`src/rtl/fxp_neuron_pkg.sv`:
```
package fxp_neuron_pkg;

   typedef enum logic {
      ACT_RELU = 1'b0,
      ACT_SIGM = 1'b1
   } act_sel_e;

   // Sigmoid-like level for table slot k: half + trunc(half*k/(knee+|k|))
   function automatic integer sig_level(input integer k, input integer half, input integer knee);
      integer mag;
      mag = (k < 0) ? -k : k;
      return half + (half * k) / (knee + mag);
   endfunction

endpackage

```
`src/rtl/fxp_mult_array.sv`:
```
module fxp_mult_array #(
   parameter int LANES = 4,
   parameter int DW    = 10
) (
   input  logic [LANES*DW-1:0]   x_vec,
   input  logic [LANES*DW-1:0]   w_vec,
   output logic [LANES*2*DW-1:0] p_vec
);
   localparam int PW = 2 * DW;

   for (genvar g = 0; g < LANES; g++) begin : g_lane
      logic signed [DW-1:0] xa;
      logic signed [DW-1:0] wa;
      logic signed [PW-1:0] pr;
      assign xa = x_vec[g*DW +: DW];
      assign wa = w_vec[g*DW +: DW];
      assign pr = PW'(xa) * PW'(wa);
      assign p_vec[g*PW +: PW] = pr;
   end

endmodule

```
`src/rtl/fxp_adder_tree.sv`:
```
module fxp_adder_tree #(
   parameter int LANES = 4,
   parameter int IW    = 20,
   localparam int LV   = $clog2(LANES),
   localparam int P    = 1 << LV,
   localparam int OW   = IW + LV
) (
   input  logic [LANES*IW-1:0] in_vec,
   output logic signed [OW-1:0] total
);

   for (genvar lv = 0; lv <= LV; lv++) begin : g_lvl
      localparam int W = P >> lv;
      logic signed [OW-1:0] s [W];
      for (genvar i = 0; i < W; i++) begin : g_n
         if (lv == 0) begin : g_leaf
            if (i < LANES) begin : g_used
               logic signed [IW-1:0] leaf;
               assign leaf = in_vec[i*IW +: IW];
               assign s[i] = OW'(leaf);
            end else begin : g_pad
               assign s[i] = '0;
            end
         end else begin : g_add
            assign s[i] = g_lvl[lv-1].s[2*i] + g_lvl[lv-1].s[2*i+1];
         end
      end
   end

   assign total = g_lvl[LV].s[0];

endmodule

```
`src/rtl/fxp_saturate.sv`:
```
module fxp_saturate #(
   parameter int IW = 30,
   parameter int OW = 10
) (
   input  logic signed [IW-1:0] din,
   output logic signed [OW-1:0] dout
);
   localparam logic signed [IW-1:0] HI = IW'((64'sd1 <<< (OW - 1)) - 64'sd1);
   localparam logic signed [IW-1:0] LO = -HI - IW'(1);

   always_comb begin
      if (din > HI)
         dout = HI[OW-1:0];
      else if (din < LO)
         dout = LO[OW-1:0];
      else
         dout = din[OW-1:0];
   end

endmodule

```
`src/rtl/fxp_activation.sv`:
```
module fxp_activation
   import fxp_neuron_pkg::*;
#(
   parameter int DW       = 10,
   parameter int FRAC     = 5,
   parameter int SW       = 28,
   parameter int LUT_BITS = 5
) (
   input  logic signed [SW-1:0] acc,
   input  logic signed [DW-1:0] bias,
   input  logic                 act_sel,
   output logic [DW-1:0]        y
);
   localparam int XW        = SW + 1;
   localparam int SIG_SHIFT = FRAC - 2;
   localparam int KNEE      = 4;
   localparam int HALF      = 1 << (FRAC - 1);
   localparam int DEPTH     = 1 << LUT_BITS;
   localparam int KL        = DEPTH / 2;
   localparam logic signed [DW-1:0] K_HI = DW'(KL - 1);
   localparam logic signed [DW-1:0] K_LO = DW'(-KL);

   logic signed [XW-1:0] pre_full;
   logic signed [XW-1:0] pre_q;
   logic signed [DW-1:0] sat;

   assign pre_full = XW'(acc) + (XW'(bias) <<< FRAC);
   assign pre_q    = pre_full >>> FRAC;

   fxp_saturate #(.IW(XW), .OW(DW)) sat_i (
      .din  (pre_q),
      .dout (sat)
   );

   // rectifier
   logic [DW-1:0] relu_y;
   assign relu_y = sat[DW-1] ? '0 : sat;

   // table sigmoid
   logic signed [DW-1:0] k_raw;
   logic signed [DW-1:0] k_clip;
   logic signed [DW-1:0] k_off;
   logic [LUT_BITS-1:0]  idx;
   logic [DW-1:0]        rom [DEPTH];

   assign k_raw = sat >>> SIG_SHIFT;

   always_comb begin
      if (k_raw > K_HI)
         k_clip = K_HI;
      else if (k_raw < K_LO)
         k_clip = K_LO;
      else
         k_clip = k_raw;
   end

   assign k_off = k_clip + DW'(KL);
   assign idx   = k_off[LUT_BITS-1:0];

   for (genvar g = 0; g < DEPTH; g++) begin : g_rom
      assign rom[g] = DW'(sig_level(g - KL, HALF, KNEE));
   end

   assign y = (act_sel == ACT_SIGM) ? rom[idx] : relu_y;

endmodule

```
`src/rtl/fxp_neuron.sv`:
```
module fxp_neuron #(
   parameter int LANES     = 4,
   parameter int DW        = 10,
   parameter int FRAC      = 5,
   parameter int MAX_BEATS = 64,
   parameter int LUT_BITS  = 5
) (
   input  logic                clk,
   input  logic                rst_n,
   input  logic                clear,
   input  logic                enable,
   input  logic                activ,
   input  logic                act_sel,
   input  logic [LANES*DW-1:0] x_vec,
   input  logic [LANES*DW-1:0] w_vec,
   input  logic [DW-1:0]       bias,
   output logic [DW-1:0]       y
);
   localparam int PW = 2 * DW;
   localparam int LV = $clog2(LANES);
   localparam int TW = PW + LV;
   localparam int SW = TW + $clog2(MAX_BEATS);

   // elaboration-time parameter checks
   if (LANES < 2) begin : g_chk_lanes
      $error("fxp_neuron: LANES must be at least 2");
   end
   if (DW < 4) begin : g_chk_dw
      $error("fxp_neuron: DW must be at least 4");
   end
   if (FRAC < 2 || FRAC >= DW) begin : g_chk_frac
      $error("fxp_neuron: FRAC must lie in [2, DW-1]");
   end
   if (LUT_BITS < 2 || LUT_BITS > DW || LUT_BITS > 6) begin : g_chk_lut
      $error("fxp_neuron: LUT_BITS must lie in [2, min(DW,6)]");
   end
   if (MAX_BEATS < 2) begin : g_chk_beats
      $error("fxp_neuron: MAX_BEATS must be at least 2");
   end

   logic [LANES*PW-1:0]  prod_vec;
   logic signed [TW-1:0] tree_sum;
   logic signed [SW-1:0] sum_q;
   logic signed [SW-1:0] sum_base;
   logic [DW-1:0]        act_y;
   logic [DW-1:0]        y_q;

   fxp_mult_array #(.LANES(LANES), .DW(DW)) mult_i (
      .x_vec (x_vec),
      .w_vec (w_vec),
      .p_vec (prod_vec)
   );

   fxp_adder_tree #(.LANES(LANES), .IW(PW)) tree_i (
      .in_vec (prod_vec),
      .total  (tree_sum)
   );

   assign sum_base = clear ? '0 : sum_q;

   always_ff @(posedge clk or negedge rst_n) begin
      if (!rst_n)
         sum_q <= '0;
      else if (enable)
         sum_q <= sum_base + SW'(tree_sum);
      else if (clear)
         sum_q <= '0;
   end

   fxp_activation #(.DW(DW), .FRAC(FRAC), .SW(SW), .LUT_BITS(LUT_BITS)) act_i (
      .acc     (sum_q),
      .bias    (bias),
      .act_sel (act_sel),
      .y       (act_y)
   );

   always_ff @(posedge clk or negedge rst_n) begin
      if (!rst_n)
         y_q <= '0;
      else if (activ)
         y_q <= act_y;
   end

   assign y = y_q;

endmodule

```
`config.mk`:
```
export PLATFORM = sky130hd
export DESIGN_NAME = fxp_neuron
export DESIGN_NICKNAME = d
export VERILOG_FILES = /design/src/rtl/fxp_neuron_pkg.sv /design/src/rtl/fxp_mult_array.sv /design/src/rtl/fxp_adder_tree.sv /design/src/rtl/fxp_saturate.sv /design/src/rtl/fxp_activation.sv /design/src/rtl/fxp_neuron.sv
export SDC_FILE = /design/constraint.sdc
export NUM_CORES = 1
export LEC_CHECK = 0
export BUFFER_PORTS_ARGS = -buffer_cell sky130_fd_sc_hd__buf_2
export CORE_MARGIN = 4
export CORE_UTILIZATION = 59
export CTS_CLUSTER_DIAMETER = 150
export DETAILED_ROUTE_END_ITERATION = 8
export MAX_ROUTING_LAYER = met4
export PLACE_DENSITY_LB_ADDON = 0.12
export SYNTH_ARGS = -nofsm -noshare
export SYNTH_HDL_FRONTEND = slang
export SYNTH_SLANG_ARGS = --single-unit
export TNS_END_PERCENT = 20
```
`constraint.sdc`:
```
create_clock -name clk -period 7.62 [get_ports clk]
set_input_delay 1.524 -clock clk [delete_from_list [all_inputs] [get_ports clk]]
set_output_delay 1.524 -clock clk [all_outputs]
set_load 0.03 [all_outputs]
```
==> results_dict.tcl, run 1 <==
set metrics [dict create \
    insertion_delay_ns 0.31 \
    wl_per_cell_um 17.86 \
    io_pins 106 \
    drive_gt1_share_pct 18.84 \
    ys_seq_area_share_pct 4.106 \
    die_w_um 203.5 \
    worstPathArrival_ns 8.61 \
    syn_area_mm2 0.02255 \
    synth_ff_type "dfrtp_1" \
    fin_crit_sh_pct 110.1 \
    grt.overflow.total 0 \
    synthCells 2349 \
    die_area_mm2 0.04141 \
    yosysTopAreaCellShare_pct 51.23 \
    cpMostUsedCell "fa_1" \
    setup_violations 18 \
    cts_buffer_depth 2 \
    num_rows 71 \
    globalplace.congestion 0.9529 \
    reg2reg_depth 23 \
    timing.final.crit_period_ns 8.388 \
    fin_setup_tns_ns -7.980 \
    whs_path_depth 2 \
    status "complete, but fails checks" \
    hold_ws_ns 0.5214 \
    dr.pass1.iters 4 \
    yosys.cell_types.count 62 \
    slew_violations 0 \
    hold_viol 0 \
    setup_ws_ns -0.7682 \
    crit_buf_inv 7 \
    grt_pass1_vias 18287 \
    cp_top_family "adder cells" \
    hp-start "y[5]" \
    holdBufCountCts 0 \
    ys_ff_latch 37 \
    core-area_mm2 0.03767 \
    synthTopCellsByArea "fa_1, ha_1, inv_1" \
    ys_async_sr_fraction_pct 100.0 \
    syn-num-nets 3215 \
    syn_area_per_cell_um2 9.599 \
    cts_root_buf "clkbuf_16" \
    yosysWarnings 0 \
    hpwl_um 50890 \
    r2r_end "sum_q[24]" \
    slew_headroom_pct 36.55 \
    antenna_left 0 \
    htreeDepth 2 \
    vias 16219 \
    grt_max_degree 38 \
    die_y_um 203.5 \
    grt_usage_pct 29.85 \
    slowest_stage "fa_1" \
    clock_skew_ns 0.005871 \
    cts_tree "done" \
    required_ns 7.85 \
    grt_pass1_wl_um 94160 \
    path_clk_slew_ns 0.07 \
    maxCapViolCount 0 \
    worst_pin_slew_ns 0.9518 \
    final_nets 3487 \
    endpoint_kind "flip-flop" \
    remaining_drc_errors 0 \
    synth_edf_count 0 \
    crit_cells 27 \
    grt_setup_unrepaired "true" \
    first_iter_violations 704 \
    vias_per_cell 5.175 \
    hold_path.class "reg -> reg" \
    initial_core_util_pct 59.86 \
    clock.fmax_ghz 0.1192 \
    synth_top_area_cell "fa_1" \
    place_ws_ns -1.415 \
    startpoint_type "primary input" \
    portBuffers 104 \
    slowest_delay_ns 0.61 \
    clkSinkCount 37 \
    rr_startpoint "sum_q[10]" \
    min_to "y[5]" \
    antenna_found_initial 1 \
    path_max_fanout 5 \
    worstSetupPathType "in -> reg" \
    numCtsBuffers 5 \
    violations "setup timing" \
    reg2reg_slack_ns 0.40 \
    area_delta_synth_final_pct 15.32 \
    routed_wl_um 55980 \
]
sequential cells by signal (all words and copies together), names as in the netlist:
signal and cells:
y 9, sum_q 28
cell usage in the layout, fill, tap and decap left out, drive strengths merged, types with 26 or more instances in the layout:
cell type	count
and2	216
ha	193
nand2	176
nor2b	46
a21oi	45
nor2	45
dfrtp	37
fa	577
xnor2	44
o21ai	37
inv	643
mux2	26
buf	342
area by class of cell:
class                           instances  area (um2)
Clock inverter                          3       21.27
Timing Repair Buffer                  344        2457
Antenna cell                            1       2.502
Inverter                              644        2424
Clock buffer                            5       125.1
Sequential cell                        37       925.9
Tap cell                              511       639.4
Fill cell                            3084       11660
Multi-Input combinational cell       1589       19410
stage by stage:
stage / util, % / std cells / instance area, um2
2_1_floorplan: - / 2349 / 22860
3_3_place_gp: 67.29 / 3116 / 25340
3_5_place_dp: 67.29 / 3116 / 25340
4_1_cts: 68.61 / 3129 / 25840
5_1_grt: 69.03 / 3134 / 26000
6_report: 69.03 / 3134 / 26000
how the worst max path moves through the flow:
stage / from / end / slack [ns]
after floorplan: w_vec[21] / sum_q[27] / -0.77
after global placement: w_vec[20] / sum_q[27] / -1.34
after detailed placement: w_vec[20] / sum_q[27] / -1.41
after CTS: w_vec[21] / sum_q[27] / -0.82
after global routing: w_vec[21] / sum_q[24] / -0.99
final: x_vec[9] / sum_q[27] / -0.77
what timing repair did:
item                       4_1_cts  5_1_grt
pin swaps                       50       28
setup buffers                    6        4
hold endpoints to repair         0        0
setup endpoints to repair       19       19
resized for setup               88       28
tightest hold or removal path: cells and delay by family (launching register included):
kind | cells | cell delay, ns
buf+inv | 1 | 0.05
compound gates | 1 | 0.06
flops | 1 | 0.38
cells in the mapped netlist, types with 6 or more instances:
| library cell | instances |
|---|---|
| nor3_1 | 8 |
| a211oi_1 | 8 |
| inv_1 | 643 |
| nand2_1 | 176 |
| nand3_1 | 10 |
| or3_1 | 9 |
| nor2_1 | 45 |
| clkbuf_1 | 73 |
| a21oi_1 | 45 |
| a21o_1 | 11 |
| o21a_1 | 9 |
| mux2_2 | 26 |
| xor2_1 | 8 |
| dfrtp_1 | 37 |
| and2_1 | 216 |
| o21bai_1 | 9 |
| and3_1 | 9 |
| a31oi_1 | 6 |
| ha_1 | 193 |
| xnor2_1 | 44 |
| nor2b_1 | 46 |
| o211ai_1 | 10 |
| nand2b_1 | 20 |
| fa_1 | 577 |
| o21ai_0 | 37 |
metal layers:
layer / share of wire (%) / wire length (um) / vias to the layer above / track usage [%]
li1: - / - / 7445 / -
met1: 41 / 22690 / 8302 / 39.16
met2: 52 / 29060 / 380 / 50.73
met3: 4.2 / 2365 / 92 / 2.671
met4: 3.3 / 1857 / 0 / 8.167
met5: 0 / 0 / - / -
kinds of logic after synthesis:
family | Yosys count | share of synthesized area, %
buffers and inverters | 723 | 12.13
multiplexers | 29 | 1.432
XOR/XNOR | 52 | 2.020
flip-flops | 37 | 4.106
other | 1 | 0.01663
AND/OR/NAND/NOR | 562 | 13.15
adder cells (fa/ha/maj) | 770 | 61.94
AO/OA/AOI/OAI | 175 | 5.211
Power of run 1 is left out: the tool's default activity adds up to more than one toggle a clock period on the data nets, which glitch-free logic cannot reach.
==> run 2, diff against run 1 <==
--- a/config.mk
+++ b/config.mk
@@ -8,6 +8,7 @@
 export BUFFER_PORTS_ARGS = -buffer_cell sky130_fd_sc_hd__buf_2
 export CORE_MARGIN = 4
 export CORE_UTILIZATION = 59
+export CTS_BUF_LIST = sky130_fd_sc_hd__clkbuf_16
 export CTS_CLUSTER_DIAMETER = 150
 export DETAILED_ROUTE_END_ITERATION = 8
 export MAX_ROUTING_LAYER = met4
@@ -15,4 +16,4 @@
 export SYNTH_ARGS = -nofsm -noshare
 export SYNTH_HDL_FRONTEND = slang
 export SYNTH_SLANG_ARGS = --single-unit
-export TNS_END_PERCENT = 20
+export TNS_END_PERCENT = 50
==> run 2 against run 1 <==
  * The run still ends with setup timing left
  * Global-route usage is 0.052 points higher
  * Cell count shrank 0.13%
  * Die area did not move
  * Final area is 0.60% higher
  * Setup slack worse by 0.041 ns
  * Hold slack is essentially flat
  * Flip-flop and latch count unchanged
  * Via count up 0.70%
  * First-iteration DRC count unchanged
  * Core utilization up 0.41 points
  * Critical path depth down 4
  * Register-to-register slack worse by 0.05 ns
  * Highest routed layer unchanged
==> results_dict.tcl, run 2 (same netlist as run 1, synthesis figures left out) <==
set metrics [dict create \
    diodes 0 \
    violations "setup timing" \
    globalplace.congestion 0.9641 \
    setup_ws_ns -0.8092 \
    grt_max_degree 38 \
    core-area_mm2 0.03767 \
    regMostFlops "sum_q" \
    startpoint_type "primary input" \
    die_y_um 203.5 \
    largest_reg_flops 28 \
    worst_pin_slew_ns 0.9818 \
    cpMostUsedCell "fa_2" \
    slowest_delay_ns 0.60 \
    grt.overflow.total 0 \
    fin_util_pct 69.44 \
    portBuffers 104 \
    wl_per_cell_um 17.99 \
    grt_pass1_wl_um 94190 \
    grt_usage_pct 29.91 \
    vias 16332 \
    slew_violations 0 \
    path_max_fanout 6 \
    cts_buffer_depth 2 \
    final_common_cell "inv_1" \
    num_rows 71 \
    drive_gt1_share_pct 19.82 \
    worstSetupPathType "in -> reg" \
    slowest_stage "fa_2" \
    crit_buf_inv 4 \
    htreeDepth 2 \
    slew_headroom_pct 34.54 \
    setup_violations 18 \
    status "complete, but fails checks" \
    area_delta_synth_final_pct 16.00 \
    crit_chain "buf_4, and2_4, fa_1, inv_1, fa_1, inv_1, fa_2, fa_1, fa_2, fa_2, fa_2, fa_1, fa_2, ha_4, o2111a_2, o21a_4, o31ai_4, a31oi_4, a41oi_2, a211o_1, buf_6, xnor2_1, mux2_2" \
    die_w_um 203.5 \
    dr.pass1.iters 7 \
    die_area_mm2 0.04141 \
    most-common-layout-cells "inv_1, fa_1, buf_4, and2_1, ha_1" \
    clock_skew_ns 0.005782 \
    routed_wl_um 56320 \
    clock.fmax_ghz 0.1186 \
    remaining_drc_errors 0 \
    cts_root_buf "clkbuf_16" \
    antenna_found_initial 0 \
    holdBufCountCts 0 \
    hold_path.class "reg -> reg" \
    cts_tree "done" \
    path_clk_slew_ns 0.07 \
    fin_crit_sh_pct 110.6 \
    timing.final.crit_period_ns 8.429 \
    clkSinkCount 37 \
    maxCapViolCount 0 \
    cp_top_family "adder cells" \
    grt_pass1_vias 18202 \
    endpoint_kind "flip-flop" \
    required_ns 7.81 \
    numCtsBuffers 5 \
    final_nets 3484 \
    antenna_left 0 \
    insertion_delay_ns 0.30 \
    hold_viol 0 \
    first_iter_violations 704 \
    hpwl_um 50720 \
    initial_core_util_pct 59.86 \
    vias_per_cell 5.218 \
    grt_setup_unrepaired "true" \
    worstPathArrival_ns 8.62 \
    io_pins 106 \
]
-- run 2: changes by cell type in the layout (fill, tap and decap cells not counted), sizes merged --
cell    before  now
inv        643  642
clkinv       2    3
clkbuf       7    9
diode        1    0
buf        342  337
-- run 2: cell type report --
| class | count | area [um2] |
|---|---|---|
| multi-input combinational | 1589 | 19490 |
| fill | 3050 | 11510 |
| timing repair buffer | 341 | 2539 |
| inverter | 644 | 2424 |
| sequential | 37 | 925.9 |
| tap | 511 | 639.4 |
| clock buffer | 5 | 125.1 |
| clock inverter | 3 | 17.52 |
-- run 2: path summary, 6_finish.rpt --
check | from | end | slack (ns) | cells past startpoint
max | x_vec[12] | sum_q[24] | -0.81 | 23
min | y[4] | y[4] | 0.52 | 2
max reg2reg | sum_q[10] | sum_q[24] | 0.35 | 23
min reg2reg | y[4] | y[4] | 0.52 | 2
max in group asynchronous | rst_n | sum_q[4] | 5.63 | 1
min in group asynchronous | rst_n | y[3] | 1.38 | 1
-- run 2: timing repair --
item                                    4_1_cts  5_1_grt
pin swaps                                    89       41
setup buffers                                 9        2
endpoints found under the setup margin       18       19
resized for setup                           136       49
gates cloned                                  0        0
-- run 2: per-stage QoR --
step	cells	area (um2)	hold WS (ns)	worst slack, ns	TNS [ns]
CTS	3128	25990	0.5250	-0.7559	-7.672
global placement	3112	25320	0.5065	-1.323	-16.17
global route	3130	26160	0.5578	-0.9644	-11.35
floorplan	2349	22890	0.5599	-0.7706	-6.108
finish	3130	26160	0.5212	-0.8092	-8.152
detailed placement	3112	25320	0.5148	-1.414	-17.85
-- run 2: layer usage --
metal	track usage (%)	share of wire [%]
met4	7.468	3.4
met1	39.40	41
met5	-	0
met2	50.96	52
met3	2.703	4.2
-- run 2: tightest hold or removal path: cells and delay by family, from the launching register on --
kind	cells	cell delay, ns
flops	1	0.38
buf+inv	1	0.05
compound gates	1	0.06
Power of run 2 is left out for the same reason.
==> run 3, diff against run 2 <==
--- a/config.mk
+++ b/config.mk
@@ -12,7 +12,7 @@
 export CTS_CLUSTER_DIAMETER = 150
 export DETAILED_ROUTE_END_ITERATION = 8
 export MAX_ROUTING_LAYER = met4
-export PLACE_DENSITY_LB_ADDON = 0.12
+export PLACE_DENSITY = 0.8
 export SYNTH_ARGS = -nofsm -noshare
 export SYNTH_HDL_FRONTEND = slang
 export SYNTH_SLANG_ARGS = --single-unit
==> run 3 against run 2 <==
  * The flow still finishes with violations (setup timing)
  * Critical path depth is 5 higher
  * Core utilization is 0.23 points lower
  * Hold slack better by 0.012 ns
  * Critical endpoint is now sum_q[27]
  * Largest cell class unchanged
==> results_dict.tcl, run 3 (same netlist as run 1, synthesis figures left out) <==
set metrics [dict create \
    cp-startpoint "x_vec[12]" \
    slew_headroom_pct 36.17 \
    grt_pass1_wl_um 94590 \
    io_pins 106 \
    dr.pass1.iters 5 \
    status "complete, but fails checks" \
    grt_max_degree 38 \
    fillers 2911 \
    path_max_fanout 9 \
    die_area_mm2 0.04141 \
    largest_reg_flops 28 \
    path_clk_slew_ns 0.07 \
    wl_met2_um 29210 \
    area_delta_synth_final_pct 15.62 \
    grt_usage_pct 29.76 \
    antenna_found_initial 12 \
    slowest_stage "fa_2" \
    final_common_cell "inv_1" \
    clock_skew_ns 0.009576 \
    num_rows 71 \
    initial_core_util_pct 59.86 \
    hpwl_um 50880 \
    crit_buf_inv 5 \
    wl_met3_um 3004 \
    slowest_delay_ns 0.61 \
    remaining_drc_errors 0 \
    wl_per_cell_um 18.13 \
    grt.overflow.total 0 \
    drive_gt1_share_pct 19.31 \
    numCtsBuffers 5 \
    hold_ws_ns 0.5328 \
    placed_area_mm2 0.02524 \
    regMostFlops "sum_q" \
    worst_pin_slew_ns 0.9574 \
    reg2reg_slack_ns 0.28 \
    hold_path.class "reg -> reg" \
    vias_per_cell 5.285 \
    fin_crit_sh_pct 111.4 \
    rr_startpoint "sum_q[10]" \
    cts_root_buf "clkbuf_16" \
    violations "setup timing" \
    endpoint_kind "flip-flop" \
    cts_buffer_depth 2 \
    holdBufCountCts 0 \
    setup_ws_ns -0.8659 \
    startpoint_type "primary input" \
    grt_pass1_vias 18745 \
    clkSinkCount 37 \
    worstPathArrival_ns 8.70 \
    final_nets 3475 \
    cts_tree "done" \
    globalplace.congestion 0.9933 \
    timing.final.crit_period_ns 8.486 \
    top_layer "met4" \
    die_w_um 203.5 \
    clock.fmax_ghz 0.1178 \
    insertion_delay_ns 0.29 \
    antenna_left 0 \
    core-area_mm2 0.03767 \
    vias 16558 \
    worstSetupPathType "in -> reg" \
    die_y_um 203.5 \
    setup_violations 17 \
    finalInstanceArea_mm2 0.02607 \
    portBuffers 104 \
    fin_util_pct 69.21 \
    slew_violations 0 \
    most-common-layout-cells "inv_1, fa_1, buf_4, and2_1, ha_1" \
    first_iter_violations 899 \
    grt_setup_unrepaired "true" \
    cpMostUsedCell "fa_1" \
    wl_met1_um 22080 \
    maxCapViolCount 0 \
    routed_wl_um 56810 \
    htreeDepth 2 \
    hp-start "y[8]" \
    hold_viol 0 \
    required_ns 7.84 \
    cp_top_family "adder cells" \
]
-- run 3: cell types whose count changed in the layout (fill, tap and decap cells not counted), sizes merged --
cell,previous run,this run
bufinv,0,1
buf,337,326
clkbuf,9,11
diode,0,12
inv,642,641
-- run 3: path summary, 6_finish.rpt --
kind	end	cells after the start
min	y[8]	2
min in group asynchronous	y[0]	1
max in group asynchronous	sum_q[5]	1
max	sum_q[27]	28
max reg2reg	sum_q[27]	27
min reg2reg	y[8]	2
-- run 3: layer usage --
layer	GRT usage, %	vias up
li1	-	7435
met1	38.31	8471
met2	49.36	504
met3	3.768	148
met4	10.55	0
met5	-	-
-- run 3: repair_timing --
item,CTS,global route
pin swaps,40,50
endpoints found under the setup margin,19,19
setup buffers,9,6
gates resized for setup,80,83
-- run 3: through the flow --
step | setup WS [ns] | std cells | setup TNS, ns
floorplan | -0.7706 | 2349 | -6.108
global placement | -1.187 | 3099 | -15.36
detailed placement | -1.302 | 3099 | -16.73
CTS | -0.8060 | 3116 | -7.582
global route | -1.070 | 3133 | -11.94
finish | -0.8659 | 3133 | -8.384
-- run 3: tightest hold or removal path, cell delays in order (launching register included) --
cell and delay, ns:
dfrtp_1 0.38, inv_1 0.05, o21ai_0 0.06
-- run 3: cell type report --
type	count	area, um2	area share (%)
Multi-Input combinational cell	1589	19460	74.67
Inverter	644	2427	9.311
Timing Repair Buffer	332	2415	9.263
Sequential cell	37	925.9	3.552
Tap cell	511	639.4	2.453
Clock buffer	5	125.1	0.4800
Clock inverter	3	41.29	0.1584
Antenna cell	12	30.03	0.1152
Power of run 3 is left out for the same reason.
